<file path="src/rtl/drr_pkg.sv">
package drr_pkg;
   // output lane that input src reaches on diagonal diag
   function automatic int diag_dst(int src, int diag, int n);
      return (src + diag) % n;
   endfunction
   // input lane that feeds output dst on diagonal diag
   function automatic int diag_src(int dst, int diag, int n);
      return (dst - diag + n) % n;
   endfunction
endpackage

</file>
<file path="src/rtl/drr_diag_pick.sv">
module drr_diag_pick #(
   parameter int N = 4
) (
   input  logic [N*N-1:0]       req_hi,
   input  logic [N*N-1:0]       req_lo,
   input  logic [$clog2(N)-1:0] ptr,
   output logic                 found,
   output logic                 win_hi,
   output logic [$clog2(N)-1:0] win_diag,
   output logic [N-1:0]         win_mask
);
   import drr_pkg::*;
   localparam int DW = $clog2(N);

   logic [N-1:0] any_hi, any_lo;

   for (genvar d = 0; d < N; d++) begin : g_diag
      logic [N-1:0] hv, lv;
      for (genvar i = 0; i < N; i++) begin : g_in
         assign hv[i] = req_hi[i*N + ((i + d) % N)];
         assign lv[i] = req_lo[i*N + ((i + d) % N)];
      end
      assign any_hi[d] = |hv;
      assign any_lo[d] = |lv;
   end

   // downward scan: nearest diagonal to ptr wins; high class overrides low
   always_comb begin
      found    = 1'b0;
      win_hi   = 1'b0;
      win_diag = ptr;
      for (int k = N - 1; k >= 0; k--) begin
         if (any_lo[(int'(ptr) + k) % N]) begin
            found    = 1'b1;
            win_diag = DW'((int'(ptr) + k) % N);
         end
      end
      for (int k = N - 1; k >= 0; k--) begin
         if (any_hi[(int'(ptr) + k) % N]) begin
            found    = 1'b1;
            win_hi   = 1'b1;
            win_diag = DW'((int'(ptr) + k) % N);
         end
      end
   end

   always_comb begin
      for (int i = 0; i < N; i++) begin
         win_mask[i] = win_hi ? req_hi[i*N + diag_dst(i, int'(win_diag), N)]
                              : req_lo[i*N + diag_dst(i, int'(win_diag), N)];
      end
   end
endmodule

</file>
<file path="src/rtl/drr_xbar.sv">
module drr_xbar #(
   parameter int N     = 4,
   parameter int PAY_W = 4,
   parameter int RT_W  = 6
) (
   input  logic [N*(PAY_W+RT_W)-1:0] src_pkt,
   input  logic [N-1:0]              src_vld,
   input  logic [$clog2(N)-1:0]      diag,
   output logic [N*(PAY_W+RT_W)-1:0] dst_pkt,
   output logic [N-1:0]              dst_vld
);
   import drr_pkg::*;
   localparam int PKT_W = PAY_W + RT_W;
   localparam int DW    = $clog2(N);

   for (genvar j = 0; j < N; j++) begin : g_out
      logic [PKT_W-1:0] pick;
      logic             v;
      logic [RT_W-1:0]  rt_fwd;
      always_comb begin
         pick = '0;
         v    = 1'b0;
         for (int i = 0; i < N; i++) begin
            if (diag_src(j, int'(diag), N) == i) begin
               pick = src_pkt[i*PKT_W +: PKT_W];
               v    = src_vld[i];
            end
         end
      end
      // next hop moves into the top routing bits
      assign rt_fwd     = pick[PKT_W-1:PAY_W] << DW;
      assign dst_vld[j] = v;
      assign dst_pkt[j*PKT_W +: PKT_W] = v ? {rt_fwd, pick[PAY_W-1:0]} : '0;
   end
endmodule

</file>
<file path="src/rtl/drr_sched_core.sv">
module drr_sched_core #(
   parameter int N     = 4,
   parameter int PAY_W = 4,
   parameter int RT_W  = 6
) (
   input  logic                      clk,
   input  logic                      rst_n,
   input  logic [N*N-1:0]            req_hi,
   input  logic [N*N-1:0]            req_lo,
   input  logic [N*(PAY_W+RT_W)-1:0] in_pkt,
   output logic                      cap_phase,
   output logic [N-1:0]              deq_grant,
   output logic                      deq_pri,
   output logic [$clog2(N)-1:0]      diag_sel,
   output logic [N-1:0]              out_valid,
   output logic [N*(PAY_W+RT_W)-1:0] out_pkt
);
   localparam int DW    = $clog2(N);
   localparam int PKT_W = PAY_W + RT_W;

   if (N < 2 || N != (1 << DW)) begin : g_bad_n
      $error("drr_sched_core: N must be a power of two, at least 2");
   end
   if (RT_W < DW) begin : g_bad_rt
      $error("drr_sched_core: routing field narrower than one hop");
   end
   if (PAY_W < 1) begin : g_bad_pay
      $error("drr_sched_core: payload width must be positive");
   end

   logic             ph_q;
   logic [DW-1:0]    ptr_q, diag_q;
   logic [N-1:0]     grant_q, ov_q;
   logic             pri_q;
   logic [N*PKT_W-1:0] op_q;

   logic             found, win_hi;
   logic [DW-1:0]    win_diag;
   logic [N-1:0]     win_mask, x_vld;
   logic [N*PKT_W-1:0] x_pkt;

   drr_diag_pick #(.N(N)) u_pick (
      .req_hi   (req_hi),
      .req_lo   (req_lo),
      .ptr      (ptr_q),
      .found    (found),
      .win_hi   (win_hi),
      .win_diag (win_diag),
      .win_mask (win_mask)
   );

   drr_xbar #(.N(N), .PAY_W(PAY_W), .RT_W(RT_W)) u_xbar (
      .src_pkt (in_pkt),
      .src_vld (grant_q),
      .diag    (diag_q),
      .dst_pkt (x_pkt),
      .dst_vld (x_vld)
   );

   always_ff @(posedge clk or negedge rst_n) begin
      if (!rst_n) begin
         ph_q    <= 1'b1;
         ptr_q   <= '0;
         diag_q  <= '0;
         pri_q   <= 1'b0;
         grant_q <= '0;
         ov_q    <= '0;
         op_q    <= '0;
      end else begin
         ph_q <= ~ph_q;
         if (ph_q) begin
            grant_q <= found ? win_mask : '0;
            if (found) begin
               diag_q <= win_diag;
               pri_q  <= win_hi;
               ptr_q  <= win_diag + 1'b1;
            end
         end else begin
            grant_q <= '0;
            ov_q    <= x_vld;
            op_q    <= x_pkt;
         end
      end
   end

   assign cap_phase = ph_q;
   assign deq_grant = grant_q;
   assign deq_pri   = pri_q;
   assign diag_sel  = diag_q;
   assign out_valid = ov_q;
   assign out_pkt   = op_q;

   AST_PHASE_TOGGLE: assert property (@(posedge clk) disable iff (!rst_n)
      rst_n |=> (ph_q != $past(ph_q)));
   AST_GRANT_PULSE: assert property (@(posedge clk) disable iff (!rst_n)
      (|grant_q) |=> (grant_q == '0));
   AST_HIGH_FIRST: assert property (@(posedge clk) disable iff (!rst_n)
      ((|grant_q) && !pri_q) |-> ($past(req_hi) == '0));
   AST_IDLE_NO_GRANT: assert property (@(posedge clk) disable iff (!rst_n)
      ($past(ph_q) && ($past(req_hi | req_lo) == '0)) |-> (grant_q == '0));
   AST_OUT_HOLD: assert property (@(posedge clk) disable iff (!rst_n)
      ph_q |=> ($stable(ov_q) && $stable(op_q)));
   AST_VALID_COUNT: assert property (@(posedge clk) disable iff (!rst_n)
      !ph_q |=> ($countones(ov_q) == $countones($past(grant_q))));
endmodule

</file>
<file path="config.mk">
export PLATFORM = sky130hd
export DESIGN_NAME = drr_sched_core
export DESIGN_NICKNAME = d
export VERILOG_FILES = /design/src/rtl/drr_pkg.sv /design/src/rtl/drr_diag_pick.sv /design/src/rtl/drr_xbar.sv /design/src/rtl/drr_sched_core.sv
export SDC_FILE = /design/constraint.sdc
export NUM_CORES = 1
export LEC_CHECK = 0
export ABC_CLOCK_PERIOD_IN_PS = 6400
export CELL_PAD_IN_SITES_DETAIL_PLACEMENT = 0
export CELL_PAD_IN_SITES_GLOBAL_PLACEMENT = 2
export CORE_ASPECT_RATIO = 1.75
export CORE_MARGIN = 5
export CORE_UTILIZATION = 27
export CTS_BUF_LIST = sky130_fd_sc_hd__clkbuf_4 sky130_fd_sc_hd__clkbuf_8 sky130_fd_sc_hd__clkbuf_16
export DETAILED_ROUTE_END_ITERATION = 6
export PLACE_DENSITY_LB_ADDON = 0.1
export SYNTH_ARGS = -nofsm -noshare
export SYNTH_HDL_FRONTEND = slang
export SYNTH_SLANG_ARGS = --single-unit
export TNS_END_PERCENT = 20
</file>
<file path="constraint.sdc">
create_clock -name clk -period 6.4 [get_ports clk]
set_clock_uncertainty 0.1 [all_clocks]
set_input_delay 0.96 -clock clk [delete_from_list [all_inputs] [get_ports clk]]
set_output_delay 0.96 -clock clk [all_outputs]
set_load 0.01 [all_outputs]
</file>
# Yosys cells after proc, flatten, opt, wreduce, memory -nomap -nowiden

Index checks and enable logic that the tools add are counted.
W data, S select, Z words.

Flip-flop bits (word level): 54
Bits in latches: 0
Memory bits (writable): 0
Memory bits (read-only): 0
Output and inout bits: 52
Word-level logic and storage cells: 185
Memories kept: 0

$add $sub $neg: 18
$mul: 0
Div/mod/pow operators: 0
Order comparisons: 8
Eq/ne operators: 12
Shift-type cells: 0
Muxes and demuxes: 106
Bitwise logic cells: 11
Reductions and logical operators: 23

Operator list:

| cell                    | number |
|---|---|
| $logic_not A32 Y1       | 4 |
| $mux W8                 | 16 |
| $add A32 B4 Y32 const B | 3 |
| $lt A32 B6 Y1 const B   | 3 |
| $mux W1                 | 60 |
| $mux W10                | 4 |
| $reduce_or A4 Y1        | 8 |
| $bmux W1 S4             | 6 |
| $eq A3 B3 Y1 const B    | 8 |
| $bmux W1 S2             | 10 |
| $reduce_or A2 Y1        | 10 |
| $mux W2                 | 8 |
| $add A5 B3 Y6 const A   | 2 |
| $eq A3 B2 Y1 const B    | 4 |
| $lt A3 B4 Y1 const B    | 3 |
| $mux W4                 | 2 |
| $and A1 B1 Y1 const A   | 6 |
| $sub A1 B2 Y3 const A   | 2 |
| $sub A2 B2 Y3 const A   | 2 |
| $add A3 B4 Y5 const B   | 1 |
| $add A4 B3 Y5 const A   | 1 |
| $lt A2 B5 Y1 const B    | 1 |
| $add A2 B1 Y2 const B   | 2 |
| $add A2 B2 Y2 const A   | 2 |
| other kinds (6)         | 10 |

# Logic depth before layout (Yosys ltp)

Gate-level depths: netlist of the first run.

Word-level depth: 24
Mapped depth: 10
Gate-level depth less buffers: 8

# Hierarchy

Synthesis of the first run repeated with hierarchy kept, for this count alone.

Cell total of the unflattened synthesis: 293
Area total of the unflattened synthesis: 3,839.9 µm²

Modules (own cells, without submodules):

| module         | times used | cells each | area an instance (µm²) | sequential area each (µm²) |
|---|---|---|---|---|
| drr_sched_core | 1          | 117        | 2,037.0                | 1,352.5 |
| drr_xbar       | 1          | 89         | 1,219.9                | 0.0 |
| drr_diag_pick  | 1          | 87         | 583.1                  | 0.0 |

# Worst setup path before layout of the first run

No wires, ideal clock.

Path kind: input port to flip-flop
From: in req_hi[6]
To: reg grant_q[0] (netlist: deq_grant[0])
Setup time: 0.131 ns
Arrival: 3.251 ns
Path slack: 2.918 ns
Stages on the path: 9
Path through: nor4_1 > nand2_1 > o32ai_1 > a32oi_2 > xnor2_1 > buf_6 > mux2_4 > o211a_1 > or3_1

Cells in the longest elaborated chain, start to end: 13
Elaborated cells between the ends (all ways): 31

RTL lines:

| element                                     | line                                     | text |
|---|---|---|
| from (decl)                                 | drr_sched_core.sv:8                      | `input logic [N*N-1:0] req_hi,` |
| $reduce_or A4 Y1 (*)                        | drr_diag_pick.sv:23                      | `assign any_hi[d] = \|hv;` |
| $bmux W1 S2                                 | drr_diag_pick.sv:39                      | `if (any_hi[(int'(ptr) + k) % N]) begin` |
| $mux W1 (not written as such) (2 in series) | drr_diag_pick.sv:39                      |  |
| $mux W2 (4 in series)                       | drr_diag_pick.sv:39                      |  |
| $bmux W1 S2, on equally long branches       | drr_diag_pick.sv:50, drr_diag_pick.sv:49 |  |
| $mux W1, on equally long branches           | drr_diag_pick.sv:50, drr_diag_pick.sv:49 |  |
| $mux W1                                     | drr_diag_pick.sv:49                      | `win_mask[i] = win_hi ? req_hi[i*N + diag_dst(i, int'(win_diag), N)]` |
| $mux W4 (*)                                 | drr_sched_core.sv:72                     | `grant_q <= found ? win_mask : '0;` |
| $mux W4 (*)                                 | drr_sched_core.sv:71                     | `if (ph_q) begin` |
| to (signal assigned)                        | drr_sched_core.sv:72                     |  |
| to (decl)                                   | drr_sched_core.sv:33                     | `logic [N-1:0] grant_q, ov_q;` |

Mark *: on every way between the ends. The rest lies on a longest branch, timed or not. The select of a mux whose other input is x is not followed.
A chain may end at the register's enable or synchronous reset.

# Worst setup path after layout of the first run

From: in req_hi[3]
To: reg grant_q[0] (netlist: deq_grant[0])

Cells in the longest elaborated chain, start to end: 13
Elaborated cells between the ends (all ways): 31

RTL lines:

| element                                     | line |
|---|---|
| $reduce_or A4 Y1                            | drr_diag_pick.sv:23 |
| $bmux W1 S2                                 | drr_diag_pick.sv:39 |
| $mux W1 (not written as such) (2 in series) | drr_diag_pick.sv:39 |
| $mux W2 (4 in series)                       | drr_diag_pick.sv:39 |
| $bmux W1 S2, on equally long branches       | drr_diag_pick.sv:50, drr_diag_pick.sv:49 |
| $mux W1, on equally long branches           | drr_diag_pick.sv:50, drr_diag_pick.sv:49 |
| $mux W1                                     | drr_diag_pick.sv:49 |
| $mux W4 (*)                                 | drr_sched_core.sv:72 |
| $mux W4 (*)                                 | drr_sched_core.sv:71 |

Marked as above.

==> flow_metrics.env, run 1 <==
export IMPL_cpLargestDelayFamily="simple AND/OR/NAND/NOR gates"
export IMPL_hold_end="out_valid[0]$_DFFE_PN0N_"
export IMPL_post_place_cells=542
export IMPL_period_needed_ps=4408
export IMPL_synthToLayoutAreaGrowth_pct=43.33
export IMPL_drcViolationCount=0
export IMPL_cts_setup_buffers=0
export IMPL_finalNonFillerCells=550
export IMPL_synth_seq_cells=46
export IMPL_wl_met2_um=5969
export IMPL_grt_pass1_vias=2992
export IMPL_clk_path_buf_depth=2
export IMPL_wl_met1_um=3742
export IMPL_async_flop_share_pct=100.0
export IMPL_cp_data_required_time_ps=6470
export IMPL_die_width_um=90.83
export IMPL_grt_start_max_net_pins=55
export IMPL_initial_core_util_pct=27.64
export IMPL_grt_overflow=0
export IMPL_r2r_cells=8
export IMPL_hpwl_um=8183
export IMPL_fin_area_um2=4424
export IMPL_status="finished, final reports clean"
export IMPL_grt_pass1_wl_um=16420
export IMPL_cts_max_level=2
export IMPL_antennaDiodeCount=0
export IMPL_num_rows=51
export IMPL_highest_layer="met4"
export IMPL_clock_sinks=46
export IMPL_setup_worst_path_start_class="primary input"
export IMPL_clkTransAtPathRegs_ps=60
export IMPL_avgViaCountPerCell=5.173
export IMPL_track_usage_pct=15.32
export IMPL_clkLatencyLatePin_ps=290
export IMPL_synth_area_per_cell_um2=9.676
export IMPL_drtIter0Drc=80
export IMPL_place_congestion=0.8096
export IMPL_drt_total_wl_um=10580
export IMPL_synth_top_cell_by_area="dfrtp_1"
export IMPL_min_path_cells=1
export IMPL_timing_rr_start="ptr_q[0]$_DFFE_PN0P_"
export IMPL_synthFlopType="dfrtp_1"
export IMPL_vias=2845
export IMPL_cts_root_buf="clkbuf_16"
export IMPL_path_class="in2reg"
export IMPL_wl_met3_um=542
export IMPL_rsz0062_at_grt="false"
export IMPL_p_leak_nw=1.817
export IMPL_final_setup_worst_slack_ps=1992
export IMPL_drv_cap=0
export IMPL_total_power_mw=1.742
export IMPL_worst_hold_slack_ps=378.6
export IMPL_ant_nets=0
export IMPL_worst_pin_slew_ps=1067
export IMPL_synth_warning_count=0
export IMPL_final_util_pct=39.62
export IMPL_crit_fanout=8
export IMPL_finalNetCount=491
export IMPL_cp_end_kind="flop"
export IMPL_fmax_mhz=226.9
export IMPL_synthTopCellsByCount="nand2_1, dfrtp_1, nor2_1"
export IMPL_max_stage_delay_ps=750
export IMPL_finalCritPeriodShare_pct=68.88
export IMPL_syn_inst=319
export IMPL_regToRegSetupSlack_ps=3190
export IMPL_setup_viol=0
export IMPL_r2r_end="deq_grant[0]$_DFF_PN0_"
export IMPL_pwr_density_cell_nw_per_um2=393.7
export IMPL_hold_class="reg2reg"
export IMPL_crit_path_cell_trace="clkdlybuf4s50_1 > nor4_2 > nand2_1 > o32ai_1 > a32oi_2 > xnor2_1 > buf_4 > mux2i_1 > nor3b_1 > or3_1"
export IMPL_min_delay_start="out_valid[0]$_DFFE_PN0N_"
export IMPL_io_buffers=109
export IMPL_worst_path_buf_inv=2
export IMPL_pre_cts_ws_ps=1635
export IMPL_drv_slew=0
export IMPL_antenna_found_initial=0
export IMPL_fp_dieH_um=151.4
export IMPL_cpMaxStageDelayCell="xnor2_1"
export IMPL_synth_top_cell_area_share_pct=36.48
export IMPL_synth_cell_types=43
export IMPL_dpl_cell_area_um2=4254
export IMPL_ioPinCount=126
export IMPL_post_cts_resized=0
export IMPL_syn_area_um2=3087
export IMPL_drt_pre_antenna_iters=4
export IMPL_vdd_drop_max_uv=184.8
export IMPL_synth_yosys_seq_area_share_pct=37.33
export IMPL_max_slew_margin_pct=28.90
export IMPL_die_area_um2=13760
export IMPL_worstPathArrival_ps=4470
export IMPL_finalHoldViolCount=0
export IMPL_wl_per_cell_um=19.23
export IMPL_setup_tns_ps=0
export IMPL_coreArea_um2=11170
export IMPL_tritoncts="yes"
export IMPL_yosysMostFrequentCell="nand2_1"
export IMPL_synth_area_leaders="dfrtp_1, mux4_2, mux2i_1"
export IMPL_synth_edf_count=0
export IMPL_drive_gt1_share_pct=11.48
export IMPL_cts_hold_repair_buffers=0
export IMPL_cts_buffers=5
-- power breakdown --
group / switching (mW) / leakage [nW] / internal (mW)
Combinational: 0.391 / 1.15 / 0.508
Sequential: 0.142 / 0.577 / 0.400
Clock: 0.108 / 0.0850 / 0.193
-- kinds of logic (layout without fill, tap and decap cells) --
family                 count (synthesis)  in the layout  share of synthesized area (%)
AND/OR/NAND/NOR                      105            105                          15.81
AO/OA/AOI/OAI                         83             83                          18.69
other                                  1              8                         0.1215
buffers and inverters                 33            125                          5.229
XOR/XNOR                               3              3                         0.8514
multiplexers                          48             48                          21.97
flip-flops                            46             46                          37.33
-- per-layer routing --
metal / GRT usage [%] / vias up
li1: - / 1370
met1: 15.06 / 1373
met2: 30.57 / 88
met3: 2.833 / 14
met4: 6.608 / 0
met5: 0 / -
-- worst max path at each step --
stage	start	to	slack (ps)	cells past startpoint
global route	req_hi[3]	deq_grant[0]$_DFF_PN0_	1630	10
global placement	req_hi[3]	deq_grant[0]$_DFF_PN0_	1680	10
detailed placement	req_hi[3]	deq_grant[0]$_DFF_PN0_	1640	10
floorplan	req_hi[6]	deq_grant[0]$_DFF_PN0_	2920	9
finish	req_hi[3]	deq_grant[0]$_DFF_PN0_	1990	10
CTS	req_hi[3]	deq_grant[0]$_DFF_PN0_	1940	10
-- cell usage in the layout, fill, tap and decap left out, types with 2 or more instances in the layout --
master / Yosys / layout
a22o_1: 14 / 14
or4_1: 6 / 6
a21o_1: 3 / 3
conb_1: 1 / 8
nand2b_1: 2 / 2
a211oi_1: 8 / 8
buf_4: 8 / 5
nor2b_1: 7 / 7
o31ai_1: 3 / 3
nand3_1: 2 / 2
a21oi_1: 21 / 21
xnor2_1: 3 / 3
nand2_1: 48 / 48
mux2_2: 14 / 14
clkbuf_16: 0 / 5
clkdlybuf4s50_1: 0 / 108
a32o_1: 7 / 7
nor2_1: 24 / 24
mux4_2: 14 / 14
dfrtp_2: 0 / 2
mux2i_1: 19 / 19
nor4_1: 7 / 7
dfrtp_1: 45 / 43
o21ai_0: 18 / 18
inv_1: 3 / 3
and2_1: 3 / 3
clkbuf_4: 0 / 2
-- area by class of cell --
cell class | instances | area [um2]
multi-input cells | 247 | 1799
clock buffers | 7 | 140.1
inverters | 3 | 11.26
repair buffers | 114 | 1124
fillers | 1127 | 6743
flip-flops and latches | 46 | 1155
well taps | 132 | 165.2
clock inverters | 1 | 30.03
-- state kept, by name, summed over array words and instances (netlist names) --
name,cells
diag_sel,2
out_pkt,32
out_valid,4
deq_pri,1
ptr_q,2
deq_grant,4
cap_phase,1
Power figures use the tool's default switching activity.
==> run 2: changes to the inputs <==
- ABC_CLOCK_PERIOD_IN_PS: 6400 -> 4500
- CORE_UTILIZATION: 27 -> 25
- clock period: 6.4 -> 4.5 ns (I/O delays scaled with it)
==> flow_metrics.env, run 2 (synthesis results as in run 1) <==
export IMPL_coreArea_um2=12070
export IMPL_drcViolationCount=0
export IMPL_fp_dieH_um=157.0
export IMPL_synthToLayoutAreaGrowth_pct=45.03
export IMPL_max_slew_margin_pct=50.59
export IMPL_crit_path_cell_trace="clkdlybuf4s50_1 > or4_1 > a211oi_1 > o32ai_1 > a32oi_2 > xnor2_1 > buf_4 > mux4_2 > a22o_1"
export IMPL_path_class="in2reg"
export IMPL_setup_tns_ps=0
export IMPL_post_cts_resized=0
export IMPL_die_width_um=94.00
export IMPL_antennaDiodeCount=0
export IMPL_post_place_cells=579
export IMPL_wl_per_cell_um=18.54
export IMPL_hpwl_um=8469
export IMPL_fmax_mhz=262.6
export IMPL_wl_met2_um=6316
export IMPL_status="finished, final reports clean"
export IMPL_tritoncts="yes"
export IMPL_clkTransAtPathRegs_ps=60
export IMPL_finalNetCount=495
export IMPL_rsz0062_at_grt="false"
export IMPL_cts_max_level=2
export IMPL_cpLargestDelayFamily="compound AO/OA/AOI/OAI gates"
export IMPL_finalNonFillerCells=587
export IMPL_max_stage_delay_ps=630
export IMPL_crit_fanout=6
export IMPL_grt_pass1_vias=3078
export IMPL_period_needed_ps=3808
export IMPL_worstPathArrival_ps=3890
export IMPL_drv_slew=0
export IMPL_worst_pin_slew_ps=734.3
export IMPL_setup_worst_path_start_class="primary input"
export IMPL_cts_buffers=5
export IMPL_highest_layer="met4"
export IMPL_p_leak_nw=1.829
export IMPL_vdd_drop_max_uv=234.0
export IMPL_cpMaxStageDelayCell="or4_1"
export IMPL_dpl_cell_area_um2=4325
export IMPL_layout_commonest_cell="clkdlybuf4s50_1"
export IMPL_drt_pre_antenna_iters=4
export IMPL_cts_root_buf="clkbuf_16"
export IMPL_ioPinCount=126
export IMPL_setup_viol=0
export IMPL_hold_class="in2async"
export IMPL_clock_sinks=46
export IMPL_initial_core_util_pct=25.58
export IMPL_drt_total_wl_um=10890
export IMPL_ant_nets=0
export IMPL_final_cell_mix="clkdlybuf4s50_1, nand2_1, dfrtp_1"
export IMPL_drv_cap=0
export IMPL_final_util_pct=37.09
export IMPL_num_rows=53
export IMPL_die_area_um2=14760
export IMPL_cts_hold_repair_buffers=0
export IMPL_clk_path_buf_depth=2
export IMPL_worst_path_buf_inv=2
export IMPL_finalHoldViolCount=0
export IMPL_fin_area_um2=4477
export IMPL_antenna_found_initial=0
export IMPL_largest_register_ffs=32
export IMPL_place_congestion=0.7864
export IMPL_drive_gt1_share_pct=12.32
export IMPL_clkLatencyLatePin_ps=290
export IMPL_vias=2897
export IMPL_wl_met3_um=516
export IMPL_wl_met1_um=3773
export IMPL_grt_start_max_net_pins=47
export IMPL_drtIter0Drc=111
export IMPL_pwr_density_cell_nw_per_um2=547.4
export IMPL_finalCritPeriodShare_pct=84.62
export IMPL_cts_setup_buffers=0
export IMPL_grt_pass1_wl_um=17020
export IMPL_track_usage_pct=15.07
export IMPL_avgViaCountPerCell=4.935
export IMPL_cp_data_required_time_ps=4580
export IMPL_cp_end_kind="flop"
export IMPL_io_buffers=109
export IMPL_grt_overflow=0
run 2: worst paths after layout:
path	start	endpoint	slack, ps	cells past startpoint
min in group clk	deq_pri$_DFFE_PN0P_	deq_pri$_DFFE_PN0P_	380	2
max	req_lo[7]	deq_grant[1]$_DFF_PN0_	690	9
min reg2reg	deq_pri$_DFFE_PN0P_	deq_pri$_DFFE_PN0P_	380	2
max in group asynchronous	rst_n	diag_sel[0]$_DFFE_PN0P_	3460	2
min	rst_n	out_valid[3]$_DFFE_PN0N_	370	2
max reg2reg	ptr_q[0]$_DFFE_PN0P_	deq_grant[1]$_DFF_PN0_	1600	6
run 2: power breakdown:
part           leakage [nW]  total (mW)  internal, mW  switching, mW
Combinational          1.18        1.32         0.729          0.592
Sequential            0.577       0.743         0.570          0.173
Clock                0.0773       0.387         0.227          0.160
Total                  1.83        2.45          1.53          0.925
run 2: layer usage:
layer	GRT usage, %	up-vias
li1	-	1384
met1	14.83	1406
met2	30.29	94
met3	2.343	13
met4	5.992	0
met5	0	-
run 2: cell type report:
cell class / count / area [um2]
clock buffer: 7 / 146.4
clock inverter: 1 / 5.005
fill: 1270 / 7592
inverter: 3 / 11.26
multi-input combinational: 247 / 1799
sequential: 46 / 1155
tap: 165 / 206.4
timing repair buffer: 118 / 1154
run 2: stage by stage:
stage                     power (mW)  setup WS [ps]  hold slack, ps
after detailed placement       2.095          404.3           367.6
final                          2.451          692.0           371.6
after floorplan                1.528           1303           279.4
after CTS                      2.494          713.7           383.6
after global routing           2.635          557.6           418.8
after global placement         2.086          423.9           366.8
